File: src/rtl/owsr_pkg.sv
// Shared types for the single-wire device-side receiver.
package owsr_pkg;
    // Phases of the presence answer that follows a bus reset
    typedef enum logic [1:0] {
        PR_IDLE  = 2'd0,
        PR_WAIT  = 2'd1,
        PR_DRIVE = 2'd2
    } pres_state_t;

    // Phases of the write-slot sampler
    typedef enum logic {
        SL_IDLE = 1'b0,
        SL_BUSY = 1'b1
    } slot_state_t;
endpackage

File: src/rtl/owsr_sync.sv
// Two-flop synchronizer for the bus level plus edge detection.
// Assumes the bus idles high; reset values reflect that.
module owsr_sync (
    input  logic clk,
    input  logic rst_n,
    input  logic line_i,
    output logic line_s,
    output logic fall_o,
    output logic rise_o
);
    logic meta_q, sync_q, prev_q;

    // Synchronize the level and keep one cycle of history
    always_ff @(posedge clk) begin
        if (!rst_n) begin
            meta_q <= 1'b1;
            sync_q <= 1'b1;
            prev_q <= 1'b1;
        end else begin
            meta_q <= line_i;
            sync_q <= meta_q;
            prev_q <= sync_q;
        end
    end

    assign line_s = sync_q;
    assign fall_o = prev_q & ~sync_q;
    assign rise_o = ~prev_q & sync_q;
endmodule

File: src/rtl/owsr_presence.sv
// Measures low time on the bus, flags a reset once the low time
// reaches RST_MIN, and after the release waits then pulls the bus
// low for PRES_LEN cycles. Assumes all counts are at least 2.
module owsr_presence
    import owsr_pkg::*;
#(
    parameter int RST_MIN   = 480,
    parameter int PRES_WAIT = 30,
    parameter int PRES_LEN  = 120,
    parameter int CW        = 9
) (
    input  logic clk,
    input  logic rst_n,
    input  logic line_s,
    input  logic rise_i,
    output logic bus_rst_o,
    output logic busy_o,
    output logic pull_low_o
);
    logic [CW-1:0] low_cnt;
    logic [CW-1:0] tmr;
    logic          armed;
    pres_state_t   state;

    // Count consecutive low cycles, saturating at RST_MIN
    always_ff @(posedge clk) begin
        if (!rst_n)
            low_cnt <= '0;
        else if (line_s)
            low_cnt <= '0;
        else if (low_cnt < CW'(RST_MIN))
            low_cnt <= low_cnt + 1'b1;
    end

    // One-cycle reset strobe when the low time reaches the limit
    always_ff @(posedge clk) begin
        if (!rst_n)
            bus_rst_o <= 1'b0;
        else
            bus_rst_o <= !line_s && (low_cnt == CW'(RST_MIN - 1));
    end

    // Remember that a reset was seen until presence starts
    always_ff @(posedge clk) begin
        if (!rst_n)
            armed <= 1'b0;
        else if (bus_rst_o)
            armed <= 1'b1;
        else if (state == PR_IDLE && rise_i)
            armed <= 1'b0;
    end

    // Presence sequencing: wait after release, then drive low
    always_ff @(posedge clk) begin
        if (!rst_n) begin
            state <= PR_IDLE;
            tmr   <= '0;
        end else begin
            case (state)
                PR_IDLE: begin
                    tmr <= '0;
                    if (armed && rise_i) state <= PR_WAIT;
                end
                PR_WAIT: begin
                    if (tmr == CW'(PRES_WAIT - 1)) begin
                        state <= PR_DRIVE;
                        tmr   <= '0;
                    end else begin
                        tmr <= tmr + 1'b1;
                    end
                end
                PR_DRIVE: begin
                    if (tmr == CW'(PRES_LEN - 1)) begin
                        state <= PR_IDLE;
                        tmr   <= '0;
                    end else begin
                        tmr <= tmr + 1'b1;
                    end
                end
                default: state <= PR_IDLE;
            endcase
        end
    end

    assign busy_o     = (state != PR_IDLE);
    assign pull_low_o = (state == PR_DRIVE);
endmodule

File: src/rtl/owsr_slot.sv
// Opens a slot on a falling edge, samples the level SAMPLE_AT
// cycles later and stays closed to new edges for SLOT_LEN cycles.
// Assumes SAMPLE_AT < SLOT_LEN.
module owsr_slot
    import owsr_pkg::*;
#(
    parameter int SAMPLE_AT = 30,
    parameter int SLOT_LEN  = 61,
    parameter int CW        = 9
) (
    input  logic clk,
    input  logic rst_n,
    input  logic line_s,
    input  logic fall_i,
    input  logic block_i,
    output logic bit_vld_o,
    output logic bit_val_o
);
    slot_state_t   state;
    logic [CW-1:0] cnt;

    // Slot timing: open on an edge, close after SLOT_LEN cycles
    always_ff @(posedge clk) begin
        if (!rst_n) begin
            state <= SL_IDLE;
            cnt   <= '0;
        end else if (state == SL_IDLE) begin
            cnt <= '0;
            if (fall_i && !block_i) state <= SL_BUSY;
        end else if (cnt == CW'(SLOT_LEN - 1)) begin
            state <= SL_IDLE;
            cnt   <= '0;
        end else begin
            cnt <= cnt + 1'b1;
        end
    end

    // Take the single sample of the slot
    always_ff @(posedge clk) begin
        if (!rst_n) begin
            bit_vld_o <= 1'b0;
            bit_val_o <= 1'b0;
        end else begin
            bit_vld_o <= (state == SL_BUSY) && (cnt == CW'(SAMPLE_AT - 1));
            if ((state == SL_BUSY) && (cnt == CW'(SAMPLE_AT - 1)))
                bit_val_o <= line_s;
        end
    end
endmodule

File: src/rtl/owsr_assemble.sv
// Shifts bits in LSB first and publishes each full word with a
// one-cycle strobe. A clear discards the partial word.
module owsr_assemble #(
    parameter int DATA_W = 8,
    parameter int BCW    = 3
) (
    input  logic              clk,
    input  logic              rst_n,
    input  logic              clr_i,
    input  logic              bit_vld_i,
    input  logic              bit_val_i,
    output logic [DATA_W-1:0] word_o,
    output logic              word_vld_o,
    output logic [BCW-1:0]    bit_cnt_o
);
    logic [DATA_W-1:0] shreg;
    logic [DATA_W-1:0] next_sh;

    assign next_sh = {bit_val_i, shreg[DATA_W-1:1]};

    // Shift register, bit counter and word publication
    always_ff @(posedge clk) begin
        if (!rst_n) begin
            shreg      <= '0;
            word_o     <= '0;
            word_vld_o <= 1'b0;
            bit_cnt_o  <= '0;
        end else begin
            word_vld_o <= 1'b0;
            if (clr_i) begin
                bit_cnt_o <= '0;
            end else if (bit_vld_i) begin
                shreg <= next_sh;
                if (bit_cnt_o == BCW'(DATA_W - 1)) begin
                    word_o     <= next_sh;
                    word_vld_o <= 1'b1;
                    bit_cnt_o  <= '0;
                end else begin
                    bit_cnt_o <= bit_cnt_o + 1'b1;
                end
            end
        end
    end
endmodule

File: src/rtl/owire_slave_rx.sv
// Device-side receiver for a single-wire open-drain bus: reset
// detection, presence answer and write-slot decoding into bytes.
// Assumes line_i reflects the wired-AND bus level including this
// block's own pull-low. Durations are in clock cycles.
module owire_slave_rx #(
    parameter int RST_MIN_CYC   = 480,
    parameter int PRES_WAIT_CYC = 30,
    parameter int PRES_LEN_CYC  = 120,
    parameter int SAMPLE_AT_CYC = 30,
    parameter int SLOT_LEN_CYC  = 61,
    parameter int DATA_W        = 8
) (
    input  logic              clk,
    input  logic              rst_n,
    input  logic              line_i,
    output logic              pull_low_o,
    output logic [DATA_W-1:0] byte_o,
    output logic              byte_vld_o
);
    localparam int MAX_A  = (RST_MIN_CYC > PRES_LEN_CYC) ? RST_MIN_CYC : PRES_LEN_CYC;
    localparam int MAX_T  = (MAX_A > PRES_WAIT_CYC) ? MAX_A : PRES_WAIT_CYC;
    localparam int PCW    = $clog2(MAX_T + 1);
    localparam int SCW    = $clog2(SLOT_LEN_CYC + 1);
    localparam int BIT_CW = (DATA_W > 1) ? $clog2(DATA_W) : 1;

    logic              line_s, fall, rise;
    logic              bus_rst, pres_busy;
    logic              bit_vld, bit_val;
    logic [BIT_CW-1:0] bit_cnt;

    owsr_sync u_sync (
        .clk    (clk),
        .rst_n  (rst_n),
        .line_i (line_i),
        .line_s (line_s),
        .fall_o (fall),
        .rise_o (rise)
    );

    owsr_presence #(
        .RST_MIN   (RST_MIN_CYC),
        .PRES_WAIT (PRES_WAIT_CYC),
        .PRES_LEN  (PRES_LEN_CYC),
        .CW        (PCW)
    ) u_pres (
        .clk        (clk),
        .rst_n      (rst_n),
        .line_s     (line_s),
        .rise_i     (rise),
        .bus_rst_o  (bus_rst),
        .busy_o     (pres_busy),
        .pull_low_o (pull_low_o)
    );

    owsr_slot #(
        .SAMPLE_AT (SAMPLE_AT_CYC),
        .SLOT_LEN  (SLOT_LEN_CYC),
        .CW        (SCW)
    ) u_slot (
        .clk       (clk),
        .rst_n     (rst_n),
        .line_s    (line_s),
        .fall_i    (fall),
        .block_i   (pres_busy),
        .bit_vld_o (bit_vld),
        .bit_val_o (bit_val)
    );

    owsr_assemble #(
        .DATA_W (DATA_W),
        .BCW    (BIT_CW)
    ) u_asm (
        .clk        (clk),
        .rst_n      (rst_n),
        .clr_i      (bus_rst),
        .bit_vld_i  (bit_vld),
        .bit_val_i  (bit_val),
        .word_o     (byte_o),
        .word_vld_o (byte_vld_o),
        .bit_cnt_o  (bit_cnt)
    );
endmodule

File: config.mk
export PLATFORM = sky130hd
export DESIGN_NAME = owire_slave_rx
export DESIGN_NICKNAME = d
export VERILOG_FILES = /design/src/rtl/owsr_pkg.sv /design/src/rtl/owsr_sync.sv /design/src/rtl/owsr_presence.sv /design/src/rtl/owsr_slot.sv /design/src/rtl/owsr_assemble.sv /design/src/rtl/owire_slave_rx.sv
export SDC_FILE = /design/constraint.sdc
export NUM_CORES = 1
export LEC_CHECK = 0
export BUFFER_PORTS_ARGS = -buffer_cell sky130_fd_sc_hd__buf_2
export CAP_MARGIN = 20
export CORE_MARGIN = 2
export CORE_UTILIZATION = 60
export DETAILED_ROUTE_END_ITERATION = 10
export GPL_TIMING_DRIVEN = 0
export PLACE_DENSITY = 0.89
export SLEW_MARGIN = 20
export SYNTH_ARGS = -nofsm -noshare
export SYNTH_HDL_FRONTEND = slang
export SYNTH_SLANG_ARGS = --single-unit
File: constraint.sdc
create_clock -name clk -period 1.7 [get_ports clk]
set_input_delay 0.255 -clock clk [delete_from_list [all_inputs] [get_ports clk]]
set_output_delay 0.255 -clock clk [all_outputs]
set_load 0.02 [all_outputs]
==> results by group, run 1 <==
STA
  – Worst-Margin Slew: 0.530 ns
  – Final worst slack: 0.0407 ns
  – Max transition margin: 64.5%
  – Final TNS setup: 0 ns
  – Pins over their slew limit: 0
  – Fmax: 0.603 GHz
  – Tmin final: 1.66 ns
  – Final Setup Violations: 0
  – Unrepaired setup endpoints after global routing: yes
  – Final period util: 97.6%
  – Layout Skew: 0.00965 ns
  – Final Hold Fails: 0

Clock tree
  – CTS max path bufs: 2
  – Clock Latency Late Sink: 0.31 ns
  – Hold_buf cts: 0
  – CTS Buf Count: 5
  – Clock Sinks: 53
  – Root Buffer: clkbuf_8
  – CTS tree: built
  – CTS H-tree lvls: 2
  – Clock slew at reported path FFs: 0.10 ns

Routing
  – DR vias: 2006
  – Overall routed net length: 4900 um
  – Final routed DRC violation total: 0
  – Detail Route Antenna Nets: 0
  – Routed len/inst: 14.0 um
  – Initial DRC count: 198
  – DR pass1 iterations: 4
  – Vias per cell: 5.75

Critical path
  – Startpoint Class: register
  – Max FO, Critical Path: 4
  – CP endpoint kind: register
  – CP Data Arrival Time: 1.91 ns
  – Worst endpoint required time: 1.95 ns
  – Critical path class: reg2reg

Global route
  – Largest net degree at the start of global routing: 16
  – Grt ovf: 0
  – Initial antenna violation count: 0
  – Number of global-route vias before repair: 1820
  – GRT Util Overall: 22.1%
  – First-pass GRT wire length: 7650 um

Die
  – Die Y-Extent: 67.9 um
  – Chip Width: 67.9 um
  – Initial Util: 61.8%
  – Rows: 23
  – Core area: 3970 sq um
  – # IOs: 13
  – Die area: 4610 sq um

Logic synthesis
  – Synth Cell Area: 2450 sq um
  – Synth Area in Adders: 6.63%
  – Yosys top cell by area: dfxtp_1
  – Number of library cell types mapped by synthesis: 46
  – Syn_nets: 291
  – Async set or reset register ratio after synthesis: 0%
  – Syn_area_per_cell: 8.92 sq um
  – Synth top area share: 43.3%
  – Flops & latches, synth: 53
  – Top post-synthesis cells by count: dfxtp_1, nand2_1, nand3_1, nor2_1, a21boi_0
  – Top_reg_cell synth: dfxtp_1
  – Number of flops mapped to enable cells by yosys: 0
  – Main combinational cell family by area after synthesis: simple AND/OR/NAND/NOR gates
  – Post-Synth Simple-Gate Area: 25.9%
  – Synthesized instance count: 275
  – XOR/XNOR Fraction of Synth Area: 2.86%
  – Sequential fraction of the synthesis area: 43.3%
  – Synth Area in Compound Gates: 15.7%
  – Synth warn: 0
  – Synth top area cells: dfxtp_1, nand2_1, ha_1, nand3_1, a21boi_0
  – Mux cell area share after synthesis: 2.45%
  – Most common cell in the netlist: dfxtp_1

Placement
  – Routability cong.: 0.884
  – Port Buffers: 12
  – Placed cell area: 2570 sq um
  – Pre-CTS setup slack: -0.0345 ns
  – Half-perimeter wire length after placement: 3350 um

Cells and area
  – Share of cells above drive strength 1: 14.4%
  – Layout Nets: 314
  – Layout fillers: 321
  – Area delta synth->final: 11.4%
  – Final instance area: 2730 sq um
  – # diodes: 0

Pwr
  – Sequential share of power: 58.3%
  – Total Power: 2180 uW
  – VDD IR max: 0.527 mV
  – Pwr dens: 796 nW/um^2
  – Clock network fraction of design power: 35.5%
  – Net Switching: 496 uW
  – Sw Share: 22.8%
  – Leak: 0.000988 uW
  – Comb pwr share: 6.2%
  – Int Pwr: 1680 uW

Job
  – Max-Cap Viols: 0

Run status
  – Status: finished clean

Worst hold path
  – Hold Crit Class: in2reg
## metal layers
layer / GRT usage, % / up-vias / part of all wire, %
met1: 24.8 / 936 / 44
met3: 5.10 / 7 / 4.1
li1: - / 1015 / -
met5: 0 / - / 0
met4: 11.8 / 0 / 1.6
met2: 38.5 / 48 / 50
## cell usage in the layout, fill, tap and decap left out, types with 5 or more instances in the layout
master	netlist	final
buf_2	2	14
xor2_1	5	5
o2111ai_1	5	5
ha_1	13	12
clkbuf_1	10	9
inv_1	6	6
nand3_1	24	24
nor2_1	24	24
a21boi_0	16	16
dfxtp_1	53	48
clkbuf_8	0	7
nand2b_1	6	6
nand2_1	46	46
mux2i_1	6	6
dfxtp_2	0	5
nor3_1	6	6
## flip-flops by register name, indices dropped and copies added (netlist names)
name,flops
u_asm.shreg,7
u_pres.low_cnt,9
u_slot.bit_val_o,1
u_pres.armed,1
u_pres.tmr,9
u_slot.bit_vld_o,1
u_sync.line_s,1
u_slot.state,1
u_slot.cnt,6
u_asm.word_o,8
u_pres.bus_rst_o,1
u_pres.state,2
u_asm.word_vld_o,1
u_sync.prev_q,1
u_asm.bit_cnt_o,3
u_sync.meta_q,1
## critical path: stages, from the launching register on
cell and delay [ns]:
dfxtp_1 0.39, ha_2 0.23, and3_4 0.21, nand3_1 0.09
or4b_1 0.53, o211ai_2 0.14
## cell families after synthesis
group,after synthesis
DFF,53
adders and majority gates,13
AOI/OAI and AO/OA,47
and+or+nand+nor,129
muxes,6
buffers and inverters,19
xor gates and xnor gates,8
## worst paths after layout
kind	start	end	slack, ns	depth (start not counted)
setup / recovery	u_pres.tmr[1]	u_pres.tmr[8]	0.04	5
hold / removal	line_i	u_sync.meta_q	0.14	2
setup reg to reg	u_pres.tmr[1]	u_pres.tmr[8]	0.04	5
hold reg to reg	u_sync.meta_q	u_sync.line_s	0.42	1
## through the flow
stage          util [%]  hold slack, ns  cells
2_1_floorplan         -           0.356    275
3_3_place_gp       64.8           0.394    337
3_5_place_dp       64.8           0.407    337
4_1_cts            67.8           0.134    347
5_1_grt            68.8           0.137    349
6_report           68.8           0.138    349
## power groups by stage
| stage | Sequential [uW] | Clock [uW] | Combinational (uW) |
|---|---|---|---|
| 2_1_floorplan | 1290 | 0 | 93.2 |
| 3_3_place_gp | 1290 | 0 | 117 |
| 3_5_place_dp | 1300 | 0 | 121 |
| 4_1_cts | 1270 | 787 | 124 |
| 5_1_grt | 1270 | 840 | 148 |
| 6_report | 1270 | 774 | 134 |
## repair_timing
action / CTS / global route
pin swaps: 0 / 2
buffers inserted: 2 / 2
endpoints found under the setup margin: 5 / 10
gates resized for setup: 1 / 10
## layout make-up
type	count	area, sq um	share of cell area (%)
Clock inverter	1	5.00	0.183
Sequential cell	53	1070	39.1
Timing Repair Buffer	16	93.8	3.43
Tap cell	50	62.6	2.29
Buffer	13	56.3	2.06
Clock buffer	7	96.3	3.53
Inverter	6	22.5	0.824
Multi-Input combinational cell	203	1330	48.6
Note: power is estimated with default switching activity, not from simulation.
==> run 2, diff against run 1 <==
--- a/config.mk
+++ b/config.mk
@@ -11,7 +11,7 @@
 export CORE_UTILIZATION = 60
 export DETAILED_ROUTE_END_ITERATION = 10
 export GPL_TIMING_DRIVEN = 0
-export PLACE_DENSITY = 0.89
+export PLACE_DENSITY_LB_ADDON = 0.12
 export SLEW_MARGIN = 20
 export SYNTH_ARGS = -nofsm -noshare
 export SYNTH_HDL_FRONTEND = slang
==> run 2 against run 1 <==
Compared with the run above: first-iteration DRC count increased by 7.6%; sequential share of layout area decreased by 0.061 points; count of clock-buffer cells in the layout did not move.
==> results by group, run 2 (synthesized netlist as in run 1, its figures left out) <==
Pwr
  – Clock network fraction of design power: 32.7%
  – Leak: 0.000978 uW
  – Sequential share of power: 60.6%
  – Pwr dens: 765 nW/um^2
  – Net Switching: 487 uW
  – Int Pwr: 1610 uW
  – Comb pwr share: 6.7%
  – VDD IR max: 0.526 mV
  – Sw Share: 23.2%

Critical path
  – Worst endpoint required time: 1.91 ns
  – CP endpoint kind: register
  – Startpoint Class: register
  – Slowest CP cell: dfxtp_4
  – Max FO, Critical Path: 5
  – Critical path class: reg2reg
  – Critical path, cell by cell: inv_1 > ha_2 > nand2_1 > a21oi_4 > buf_4 > o2111ai_1 > o311ai_2
  – CP peak stage delay: 0.37 ns
  – CP bufs+invs: 2
  – CP delay by family, top: compound AO/OA/AOI/OAI gates
  – CP Data Arrival Time: 1.84 ns

Placement
  – Placed cell area: 2570 sq um
  – Port Buffers: 12
  – Half-perimeter wire length after placement: 3140 um
  – Routability cong.: 0.855

Die
  – Die Y-Extent: 67.9 um
  – Core area: 3970 sq um
  – # IOs: 13
  – Chip Width: 67.9 um
  – Die area: 4610 sq um
  – Rows: 23
  – Initial Util: 61.8%

Cells and area
  – Final instance area: 2740 sq um
  – Commonest non-fill, non-tap cell in the layout: dfxtp_1
  – Most frequent cells in the layout: dfxtp_1, nand2_1, nand3_1, nor2_1, a21boi_0
  – Sequential cell area: 1070 sq um
  – Regs by FF count: u_pres.low_cnt x9, u_pres.tmr x9, u_asm.word_o x8
  – # diodes: 0
  – Area delta synth->final: 11.7%
  – Layout Nets: 315
  – Multi-input logic area: 1350 sq um
  – Layout fillers: 331
  – Share of cells above drive strength 1: 14.7%

STA
  – Tmin final: 1.63 ns
  – Final period util: 95.9%
  – Final Hold Slack: 0.142 ns
  – Worst-Margin Slew: 0.610 ns
  – Fmax: 0.613 GHz
  – Layout Skew: 0.00877 ns
  – Max transition margin: 59.2%
  – Final Setup Violations: 0
  – Final Hold Fails: 0
  – Pins over their slew limit: 0
  – Unrepaired setup endpoints after global routing: no

Routing
  – DR vias: 2003
  – Routed len/inst: 14.0 um
  – Initial DRC count: 213
  – Final routed DRC violation total: 0
  – Vias per cell: 5.72
  – Overall routed net length: 4900 um
  – DR pass1 iterations: 4
  – Detail Route Antenna Nets: 0

Clock tree
  – CTS H-tree lvls: 2
  – Clock Latency Late Sink: 0.30 ns
  – Clock slew at reported path FFs: 0.09 ns
  – CTS tree: built
  – Hold_buf cts: 0
  – CTS Buf Count: 5
  – Root Buffer: clkbuf_8
  – Clock Sinks: 53
  – CTS max path bufs: 2

Global route
  – Largest net degree at the start of global routing: 16
  – Number of global-route vias before repair: 1775
  – GRT Util Overall: 22.5%
  – Grt ovf: 0
  – Initial antenna violation count: 0
  – First-pass GRT wire length: 7860 um

Worst hold path
  – Hold Crit Class: in2reg

Job
  – Max-Cap Viols: 0

Run status
  – Status: finished clean
-- run 2: layer usage --
metal	global-route usage (%)	vias to the layer above	share of wire [%]
li1	-	1015	-
met3	4.11	10	5.5
met5	0	-	0
met4	10.0	0	2.0
met2	37.1	65	47
met1	28.6	913	45
-- run 2: final timing paths --
path              cells after the start             to            start  slack, ns
hold / removal                        2  u_sync.meta_q           line_i       0.14
setup reg to reg                      7  u_pres.tmr[7]  u_pres.state[0]       0.07
hold reg to reg                       1  u_sync.line_s    u_sync.meta_q       0.41
setup / recovery                      7  u_pres.tmr[7]  u_pres.state[0]       0.07
-- run 2: power groups by stage --
stage               sequential [uW]  combinational [uW]  clock [uW]
floorplan                      1290                93.2           0
global placement               1300                 119           0
detailed placement             1300                 121           0
CTS                            1270                 122         707
global route                   1270                 156         751
finish                         1270                 140         685
-- run 2: metrics by stage --
stage	total power [uW]	setup WS (ns)	cells	util, %	TNS, ns
final	2100	0.0698	350	69.0	0
after global routing	2180	0.00587	350	69.0	0
after CTS	2100	0.0112	347	67.3	0
after detailed placement	1420	-0.0316	337	64.8	-0.0746
after global placement	1410	-0.0328	337	64.8	-0.0794
after floorplan	1390	0.146	275	-	0
-- run 2: area by class of cell --
cell class,count,area share (%)
well taps,50,2.28
repair buffers,16,3.56
plain buffers,13,2.05
flip-flops and latches,53,39.0
inverters,6,0.822
multi-input cells,204,49.2
clock inverters,1,0.274
clock buffers,7,2.79
-- run 2: timing repair --
| item | 4_1_cts | 5_1_grt |
|---|---|---|
| setup buffers | 2 | 2 |
| gates resized for setup | 0 | 14 |
| endpoints found under the setup margin | 4 | 10 |
| gates cloned | 0 | 1 |
| pin swaps | 0 | 2 |
